==> config.mk <==
export PLATFORM = sky130hd
export DESIGN_NAME = xdata_steer
export DESIGN_NICKNAME = d
export VERILOG_FILES = /design/src/rtl/xdata_steer_pkg.sv /design/src/rtl/xdata_steer_cfg.sv /design/src/rtl/xdata_steer_route.sv /design/src/rtl/xdata_steer_seq.sv /design/src/rtl/xdata_steer.sv
export SDC_FILE = /design/constraint.sdc
export NUM_CORES = 1
export LEC_CHECK = 0
export ABC_AREA = 1
export CAP_MARGIN = 20
export CORE_MARGIN = 2
export CORE_UTILIZATION = 55
export DETAILED_ROUTE_END_ITERATION = 16
export DONT_BUFFER_PORTS = 1
export PLACE_DENSITY = 0.73
export SLEW_MARGIN = 20
export SYNTH_ARGS = -nofsm -noshare
export SYNTH_HDL_FRONTEND = slang
export SYNTH_HIERARCHICAL = 1
export SYNTH_SLANG_ARGS = --single-unit
==> constraint.sdc <==
create_clock -name clk -period 1.95 [get_ports clk]
set_clock_uncertainty 0.1 [all_clocks]
set_input_delay 0.0975 -clock clk [delete_from_list [all_inputs] [get_ports clk]]
set_output_delay 0.0975 -clock clk [all_outputs]
set_load 0.1 [all_outputs]
==> src/rtl/xdata_steer_pkg.sv <==
package xdata_steer_pkg;

  // Decoded control register fields.
  typedef struct packed {
    logic       stretch;
    logic [1:0] size_sel;
    logic       map_ext;
    logic       ale_off;
  } xs_cfg_t;

  typedef enum logic [2:0] {
    ST_IDLE,
    ST_INT,
    ST_IRD,
    ST_ADR,
    ST_STB
  } xs_state_e;

  localparam logic [7:0] XS_CFG_MASK  = 8'h2F;
  localparam logic [7:0] XS_CFG_RESET = 8'h0C;

  // Number of visible internal bytes for a size select value.
  function automatic int unsigned xs_visible(input logic [1:0] sel, input int unsigned blk);
    return (int'(sel) + 1) * blk;
  endfunction

  function automatic xs_cfg_t xs_decode(input logic [7:0] raw);
    xs_cfg_t c;
    c.stretch  = raw[5];
    c.size_sel = raw[3:2];
    c.map_ext  = raw[1];
    c.ale_off  = raw[0];
    return c;
  endfunction

endpackage

==> src/rtl/xdata_steer_cfg.sv <==
module xdata_steer_cfg
  import xdata_steer_pkg::*;
(
  input  logic       clk,
  input  logic       rst_n,
  input  logic       we,
  input  logic [7:0] wdata,
  output logic [7:0] rdata,
  output xs_cfg_t    cfg
);

  logic [7:0] raw_q;

  always_ff @(posedge clk or negedge rst_n) begin
    if (!rst_n) raw_q <= XS_CFG_RESET;
    else if (we) raw_q <= wdata & XS_CFG_MASK;
  end

  assign rdata = raw_q;
  assign cfg   = xs_decode(raw_q);

endmodule

==> src/rtl/xdata_steer_route.sv <==
module xdata_steer_route
  import xdata_steer_pkg::*;
#(
  parameter int unsigned BLOCK_BYTES = 256
)(
  input  xs_cfg_t     cfg,
  input  logic        wide,
  input  logic [15:0] addr,
  output logic        to_int
);

  logic [31:0] eff_addr;
  logic [31:0] limit;

  always_comb begin
    eff_addr = wide ? {16'h0, addr} : {24'h0, addr[7:0]};
    limit    = xs_visible(cfg.size_sel, BLOCK_BYTES);
    to_int   = !cfg.map_ext && (eff_addr < limit);
  end

endmodule

==> src/rtl/xdata_steer_seq.sv <==
module xdata_steer_seq
  import xdata_steer_pkg::*;
#(
  parameter int unsigned IRAM_AW   = 10,
  parameter int unsigned SHORT_LEN = 6,
  parameter int unsigned LONG_LEN  = 30
)(
  input  logic               clk,
  input  logic               rst_n,
  input  logic               accept,
  input  logic               acc_int,
  input  logic               acc_we,
  input  logic               acc_wide,
  input  logic [15:0]        acc_addr,
  input  logic [7:0]         acc_wdata,
  input  xs_cfg_t            cfg,
  output logic               busy,
  output logic               rd_valid,
  output logic [7:0]         rd_data,
  output logic               iram_en,
  output logic               iram_we,
  output logic [IRAM_AW-1:0] iram_addr,
  output logic [7:0]         iram_wdata,
  input  logic [7:0]         iram_rdata,
  output logic [7:0]         bus_lo_out,
  output logic               bus_lo_oe,
  input  logic [7:0]         bus_lo_in,
  output logic [7:0]         bus_hi,
  output logic               bus_ale,
  output logic               bus_rd_n,
  output logic               bus_wr_n
);

  localparam int unsigned MAXLEN = (LONG_LEN > SHORT_LEN) ? LONG_LEN : SHORT_LEN;
  localparam int unsigned CW     = $clog2(MAXLEN) + 1;

  function automatic logic [CW-1:0] last_count(input logic stretch);
    return stretch ? CW'(LONG_LEN - 1) : CW'(SHORT_LEN - 1);
  endfunction

  xs_state_e     state;
  logic [15:0]   a_q;
  logic          wide_q, we_q, ale_off_q;
  logic [7:0]    wd_q;
  logic [CW-1:0] cnt;

  always_ff @(posedge clk or negedge rst_n) begin
    if (!rst_n) begin
      state     <= ST_IDLE;
      a_q       <= '0;
      wide_q    <= 1'b0;
      we_q      <= 1'b0;
      ale_off_q <= 1'b0;
      wd_q      <= '0;
      cnt       <= '0;
      rd_data   <= '0;
      rd_valid  <= 1'b0;
    end else begin
      rd_valid <= 1'b0;
      case (state)
        ST_IDLE: if (accept) begin
          a_q       <= acc_wide ? acc_addr : {8'h00, acc_addr[7:0]};
          wide_q    <= acc_wide;
          we_q      <= acc_we;
          wd_q      <= acc_wdata;
          ale_off_q <= cfg.ale_off;
          cnt       <= last_count(cfg.stretch);
          state     <= acc_int ? ST_INT : ST_ADR;
        end
        ST_INT: state <= we_q ? ST_IDLE : ST_IRD;
        ST_IRD: begin
          rd_data  <= iram_rdata;
          rd_valid <= 1'b1;
          state    <= ST_IDLE;
        end
        ST_ADR: state <= ST_STB;
        ST_STB: begin
          if (cnt == '0) begin
            if (!we_q) begin
              rd_data  <= bus_lo_in;
              rd_valid <= 1'b1;
            end
            state <= ST_IDLE;
          end else begin
            cnt <= cnt - 1'b1;
          end
        end
        default: state <= ST_IDLE;
      endcase
    end
  end

  logic ext_on;
  assign ext_on = (state == ST_ADR) || (state == ST_STB);

  assign busy       = (state != ST_IDLE);
  assign iram_en    = (state == ST_INT);
  assign iram_we    = (state == ST_INT) && we_q;
  assign iram_addr  = a_q[IRAM_AW-1:0];
  assign iram_wdata = wd_q;

  assign bus_hi     = (ext_on && wide_q) ? a_q[15:8] : 8'hFF;
  assign bus_ale    = (state == ST_ADR) && !ale_off_q;
  assign bus_lo_oe  = (state == ST_ADR) || ((state == ST_STB) && we_q);
  assign bus_lo_out = (state == ST_ADR) ? a_q[7:0] :
                      ((state == ST_STB) && we_q) ? wd_q : 8'hFF;
  assign bus_rd_n   = !((state == ST_STB) && !we_q);
  assign bus_wr_n   = !((state == ST_STB) && we_q);

endmodule

==> src/rtl/xdata_steer.sv <==
module xdata_steer
  import xdata_steer_pkg::*;
#(
  parameter int unsigned IRAM_AW     = 10,
  parameter int unsigned BLOCK_BYTES = 256,
  parameter int unsigned SHORT_LEN   = 6,
  parameter int unsigned LONG_LEN    = 30
)(
  input  logic               clk,
  input  logic               rst_n,
  input  logic               req_valid,
  input  logic               req_we,
  input  logic               req_wide,
  input  logic [15:0]        req_addr,
  input  logic [7:0]         req_wdata,
  output logic               busy,
  output logic               rd_valid,
  output logic [7:0]         rd_data,
  input  logic               cfg_we,
  input  logic [7:0]         cfg_wdata,
  output logic [7:0]         cfg_q,
  output logic               iram_en,
  output logic               iram_we,
  output logic [IRAM_AW-1:0] iram_addr,
  output logic [7:0]         iram_wdata,
  input  logic [7:0]         iram_rdata,
  output logic [7:0]         bus_lo_out,
  output logic               bus_lo_oe,
  input  logic [7:0]         bus_lo_in,
  output logic [7:0]         bus_hi,
  output logic               bus_ale,
  output logic               bus_rd_n,
  output logic               bus_wr_n
);

  xs_cfg_t cfg;
  logic    acc_accept;
  logic    route_int;
  logic    strobe_on;

  assign acc_accept = req_valid && !busy;
  assign strobe_on  = !bus_rd_n || !bus_wr_n;

  xdata_steer_cfg u_cfg (
    .clk   (clk),
    .rst_n (rst_n),
    .we    (cfg_we),
    .wdata (cfg_wdata),
    .rdata (cfg_q),
    .cfg   (cfg)
  );

  xdata_steer_route #(.BLOCK_BYTES(BLOCK_BYTES)) u_route (
    .cfg    (cfg),
    .wide   (req_wide),
    .addr   (req_addr),
    .to_int (route_int)
  );

  xdata_steer_seq #(
    .IRAM_AW   (IRAM_AW),
    .SHORT_LEN (SHORT_LEN),
    .LONG_LEN  (LONG_LEN)
  ) u_seq (
    .clk        (clk),
    .rst_n      (rst_n),
    .accept     (acc_accept),
    .acc_int    (route_int),
    .acc_we     (req_we),
    .acc_wide   (req_wide),
    .acc_addr   (req_addr),
    .acc_wdata  (req_wdata),
    .cfg        (cfg),
    .busy       (busy),
    .rd_valid   (rd_valid),
    .rd_data    (rd_data),
    .iram_en    (iram_en),
    .iram_we    (iram_we),
    .iram_addr  (iram_addr),
    .iram_wdata (iram_wdata),
    .iram_rdata (iram_rdata),
    .bus_lo_out (bus_lo_out),
    .bus_lo_oe  (bus_lo_oe),
    .bus_lo_in  (bus_lo_in),
    .bus_hi     (bus_hi),
    .bus_ale    (bus_ale),
    .bus_rd_n   (bus_rd_n),
    .bus_wr_n   (bus_wr_n)
  );

endmodule

=== Yosys cells after proc, flatten, opt, wreduce, memory -nomap -nowiden ===
Cells that the tools add are included.

* Input bits: 54
* Register bits: 50
* Output and inout port bits: 58

* Reduce and logical (&&, ||, !) cells: 24
* Muxes and demuxes: 20
* Order comparisons: 1
* Equality and inequality tests: 8
* Add/subtract/negate cells: 2

{| class="wikitable"
|+ Operator list
! operator !! number
|-
| two-way mux 8 bit || 5
|-
| < comparator 32 bit || 1
|-
| two-way mux 16 bit || 2
|-
| one-hot mux 8 bit (2 select lines) || 1
|-
| two-way mux 6 bit || 2
|-
| one-hot mux 3 bit (4 select lines) || 1
|-
| one-hot mux 6 bit (2 select lines) || 1
|-
| logical AND 1 bit || 7
|-
| equality test 3 x 2 -> 1 bit (second input constant) || 2
|-
| logical NOT 1 bit || 6
|-
| logical NOT 6 bit || 1
|-
| two-way mux 3 bit || 2
|-
| inequality test 2 bit (second input constant) || 3
|-
| AND reduction 3 bit || 2
|-
| subtractor 6 x 1 -> 6 bit (second input constant) || 1
|-
| two-way mux 5 bit || 1
|-
| two-way mux 2 bit || 2
|-
| AND reduction 2 bit || 2
|-
| nonzero test 2 bit || 2
|-
| adder 2 x 1 -> 3 bit (second input constant) || 1
|-
| equality test 3 x 1 -> 1 bit (second input constant) || 1
|-
| equality test 3 bit (second input constant) || 1
|-
| logical NOT 3 bit || 1
|-
| nonzero test 3 bit || 1
|-
| other kinds (4) || 6
|}

=== Logic depth before layout (Yosys ltp) ===
* Depth in word-level cells: 6
* Depth in mapped cells: 8
* Mapped depth without buffers: 8

=== Cells and area by module ===
Netlist, hierarchy kept.

{| class="wikitable"
|+ By module, submodules not included
! module !! instances !! area an instance (um^2) !! seq. area each (um^2) !! cells each
|-
| xdata_steer_seq || 1 || 2,263.4 || 1,126.1 || 289
|-
| xdata_steer_cfg || 1 || 251.5 || 127.6 || 30
|-
| xdata_steer_route || 1 || 122.6 || 0.0 || 24
|-
| xdata_steer || 1 || 10.0 || 0.0 || 2
|}

=== Worst setup path after synthesis ===
No wires, ideal clock.

* Kind: reg2out
* From: register u_seq.state[1]
* To: output iram_we
* Required time: 1.752 ns
* Slack: -1.599 ns
* Data arrival time: 3.352 ns
* Stages on the path, launching flop included: 2
* Buffers on the path: 0
* Cell sequence: dfrtp_1 -> nor4_1

* Word-level cells in the longest chain between the ends: 2

{| class="wikitable"
|+ Ends and longest elaborated chain
! element !! line !! source
|-
| start: declaration || xdata_steer_seq.sv:41 || <nowiki>xs_state_e state;</nowiki>
|-
| start signal: assignment || xdata_steer_seq.sv:68 || <nowiki>state <= acc_int ? ST_INT : ST_ADR;</nowiki>
|-
| start signal: assignment || xdata_steer_seq.sv:70 || <nowiki>ST_INT: state <= we_q ? ST_IDLE : ST_IRD;</nowiki>
|-
| equality test 3 x 1 -> 1 bit || xdata_steer_seq.sv:98 || <nowiki>assign iram_we = (state == ST_INT) && we_q;</nowiki>
|-
| logical AND 1 bit || xdata_steer_seq.sv:98 ||
|-
| end: declaration || xdata_steer.sv:23 || <nowiki>output logic iram_we,</nowiki>
|}

Every way passes these cells.

=== Worst setup path after layout ===
* From: register u_seq.state[0]
* To: register u_seq.rd_data[3]

* Word-level cells in the longest chain between the ends: 3

{| class="wikitable"
|+ Ends and longest elaborated chain
! element !! line !! source
|-
| equality test 3 bit or equality test 3 x 2 -> 1 bit (tied branches) || xdata_steer_seq.sv:60 || <nowiki>case (state)</nowiki>
|-
| inequality test 2 bit (no line), or another cell as far along || n/a ||
|-
| AND reduction 3 bit (no line) || n/a ||
|-
| end signal: assignment || xdata_steer_seq.sv:72 || <nowiki>rd_data <= iram_rdata;</nowiki>
|-
| end signal: assignment || xdata_steer_seq.sv:80 || <nowiki>rd_data <= bus_lo_in;</nowiki>
|-
| end: declaration || xdata_steer_seq.sv:19 || <nowiki>output logic [7:0] rd_data,</nowiki>
|}

Parallel ways exist; a longest one is shown, timed or not.
A chain may end at the register's enable or synchronous reset.

==> out/metrics.yaml <==
status: "finished, final reports clean"
viasPerCell: 5.15
synthesis.area_um2: 2650
synth_top_area_frac: 0.454
use_met2: 0.495
worstHoldStart: "req_wide"
stdcell_area_um2: 3870
num_rows: 25
track_usage: 0.274
io_buffers: 0
grt_pass1_vias: 2492
holdPathEnd: "u_seq/state[1]$_DFFE_PN0P_"
clockBufferDepth: 2
period_share: 0.971
pin_count: 112
path_common_cell: "nand2_1"
cp_slowest_cell: "dlygate4sd3_1"
grt_pass1_wl_um: 11300
critPathMaxFanout: 7
stdcell_count: 497
cp_cell_sequence: "nor2_4 > nand2_4 > buf_4 > nand2_1 > nand2_1 > dlygate4sd3_1 > nand2_1 > nand2_1"
grt_overflow: 0
syn_to_final_growth_pct: 46.0
path_buf_inv: 2
dp_cells: 436
antenna_cells: 0
rrSetupSlack_ns: 0.06
worst_r2r_endpoint: "u_seq/rd_data[3]$_DFFE_PN0P_"
cp.required_ns: 2.04
remaining_drc_errors: 0
worst_path_largest_cell_delay_ns: 0.55
multi_input_area_um2: 1170
fillers: 270
ant_nets: 0
grtUsageMet1: 0.325
final_cell_mix: "129 x nand2_1, 56 x buf_4, 49 x dlygate4sd3_1"
dp_hpwl_um: 4360
regArea_um2: 1250
syn_avg_cell_area_um2: 7.67
die_width_um: 73.4
grt_max_degree: 51
routedWlPerCell_um: 14.4
clk_pin_slew_ns: 0.08
hold_path_class: "in -> reg"
final_common_cell: "nand2_1"
cts.sinks: 50
setup_viol: 0
synth-edff-count: 0
die_h_um: 73.4
start_util: 0.564
timing.fmax_mhz: 528
syn_inst: 345
cts_made_buffers: 5
synth_top_cell_by_area: "dfrtp_1"
synth.ff_latch_count: 50
nNetsFinal: 501
yosysWarningCount: 6
busiest_layer: "met2"
setup-tns-final_ns: 0
cap_violations: 0
synth_flop_cell: "dfrtp_1"
cp-start-kind: "flip-flop"
rr_startpoint: "u_seq/state[0]$_DFFE_PN0P_"
num_vias: 2561
min_period_ns: 1.89
first_pass_iters: 5
place_congestion: 0.863
drv_slew: 0
use_met3: 0.0686
arrival_ns: 1.98
async_flop_share: 1.00
hold_slack_ns: 0.0372
drt_iter0_drc: 174
antenna_found_initial: 0
dpl_cell_area_um2: 3210
cts.htree.levels: 2
synth.area.top_cells: "dfrtp_1 45%, nand2_1 19%, o21ai_0 6.0%, buf_4 5.4%, inv_1 4.5%"
seq_area_frac_synth: 0.474
rr_worst_depth: 8
drive_gt1_frac: 0.251
hold_depth: 4
coreArea_um2: 4690
cp-end-kind: "flip-flop"
die_area_um2: 5380
hold_viol: 0
critPathKind: "reg -> reg"
cts_root_buffer: "clkbuf_8"
tritoncts: "built"
clkLatencyLatePin_ns: 0.30
synth_cell_types: 30
wl_um: 7160
cpLargestDelayFamily: "buffers and inverters"
flip-flops by register name (all words and copies together), names as in the netlist:
register and cells:
u_seq/iram_wdata 8, u_seq/ale_off_q 1, u_seq/rd_data 8, u_seq/wide_q 1, u_seq/cnt 6, u_seq/rd_valid 1
u_seq/state 3, u_cfg/rdata 5, u_seq/a_q 16, u_seq/we_q 1
how the worst max path moves through the flow:
stage / slack, ns / to / cells past startpoint / startpoint
2_1_floorplan: -0.12 / u_seq/state[1]$_DFFE_PN0P_ / 3 / u_seq/state[1]$_DFFE_PN0P_
3_3_place_gp: 0.26 / bus_hi[2] / 5 / u_seq/state[2]$_DFFE_PN0P_
3_5_place_dp: 0.23 / bus_hi[5] / 5 / u_seq/state[2]$_DFFE_PN0P_
4_1_cts: 0.05 / bus_lo_out[5] / 7 / u_seq/state[0]$_DFFE_PN0P_
5_1_grt: -0.009 / u_seq/rd_data[5]$_DFFE_PN0P_ / 9 / u_seq/state[0]$_DFFE_PN0P_
6_report: 0.06 / u_seq/rd_data[3]$_DFFE_PN0P_ / 8 / u_seq/state[0]$_DFFE_PN0P_
timing repair:
action                                  in CTS  in global routing
endpoints found under the hold margin       89                  0
endpoints found under the setup margin      16                  9
gates resized for setup                      6                  4
pin swaps                                    0                  1
hold buffers                                50                  0
buffers inserted                             1                  2
cell type report:
class | instances | share of cell area
sequential | 50 | 0.325
multi-input combinational | 232 | 0.302
timing repair buffer | 116 | 0.294
inverter | 37 | 0.0369
clock buffer | 6 | 0.0214
tap | 54 | 0.0175
clock inverter | 2 | 0.00324
logic make-up (layout without fill, tap and decap cells):
logic type / count (synthesis) / in the layout / synth area share
other cells: 1 / 3 / 0.00142
compound gates: 40 / 40 / 0.0789
fa+ha+maj: 5 / 5 / 0.0236
buf+inv: 65 / 161 / 0.122
xor+xnor: 1 / 1 / 0.00331
flops: 50 / 50 / 0.474
simple gates: 183 / 183 / 0.297
worst min-delay path, delay by kind of cell:
kind | cells | cell delay (ns)
simple gates | 3 | 0.16
compound gates | 1 | 0.14
metrics by stage:
step           setup slack [ns]  utilization
2_1_floorplan            -0.124            -
3_3_place_gp              0.259        0.683
3_5_place_dp              0.228        0.683
4_1_cts                  0.0484        0.820
5_1_grt                -0.00888        0.824
6_report                 0.0573        0.824
per-layer routing:
layer / wire (µm) / up-vias
met5: 0 / -
met4: 69 / 0
met3: 539 / 7
met2: 3870 / 111
met1: 2680 / 1204
li1: - / 1239
Yosys cell counts, types with 3 or more instances:
library cell    n
buf_2           5
o21ai_0        32
inv_2           4
nand3_1        22
nor2_1         15
o21ai_1         4
clkbuf_1        3
ha_1            5
buf_4          19
nand2_2         4
dfrtp_1        48
inv_1          32
nand2_1       131
Power is left out: the tool's default activity adds up to more than one toggle a clock period on the data nets, which glitch-free logic cannot reach.
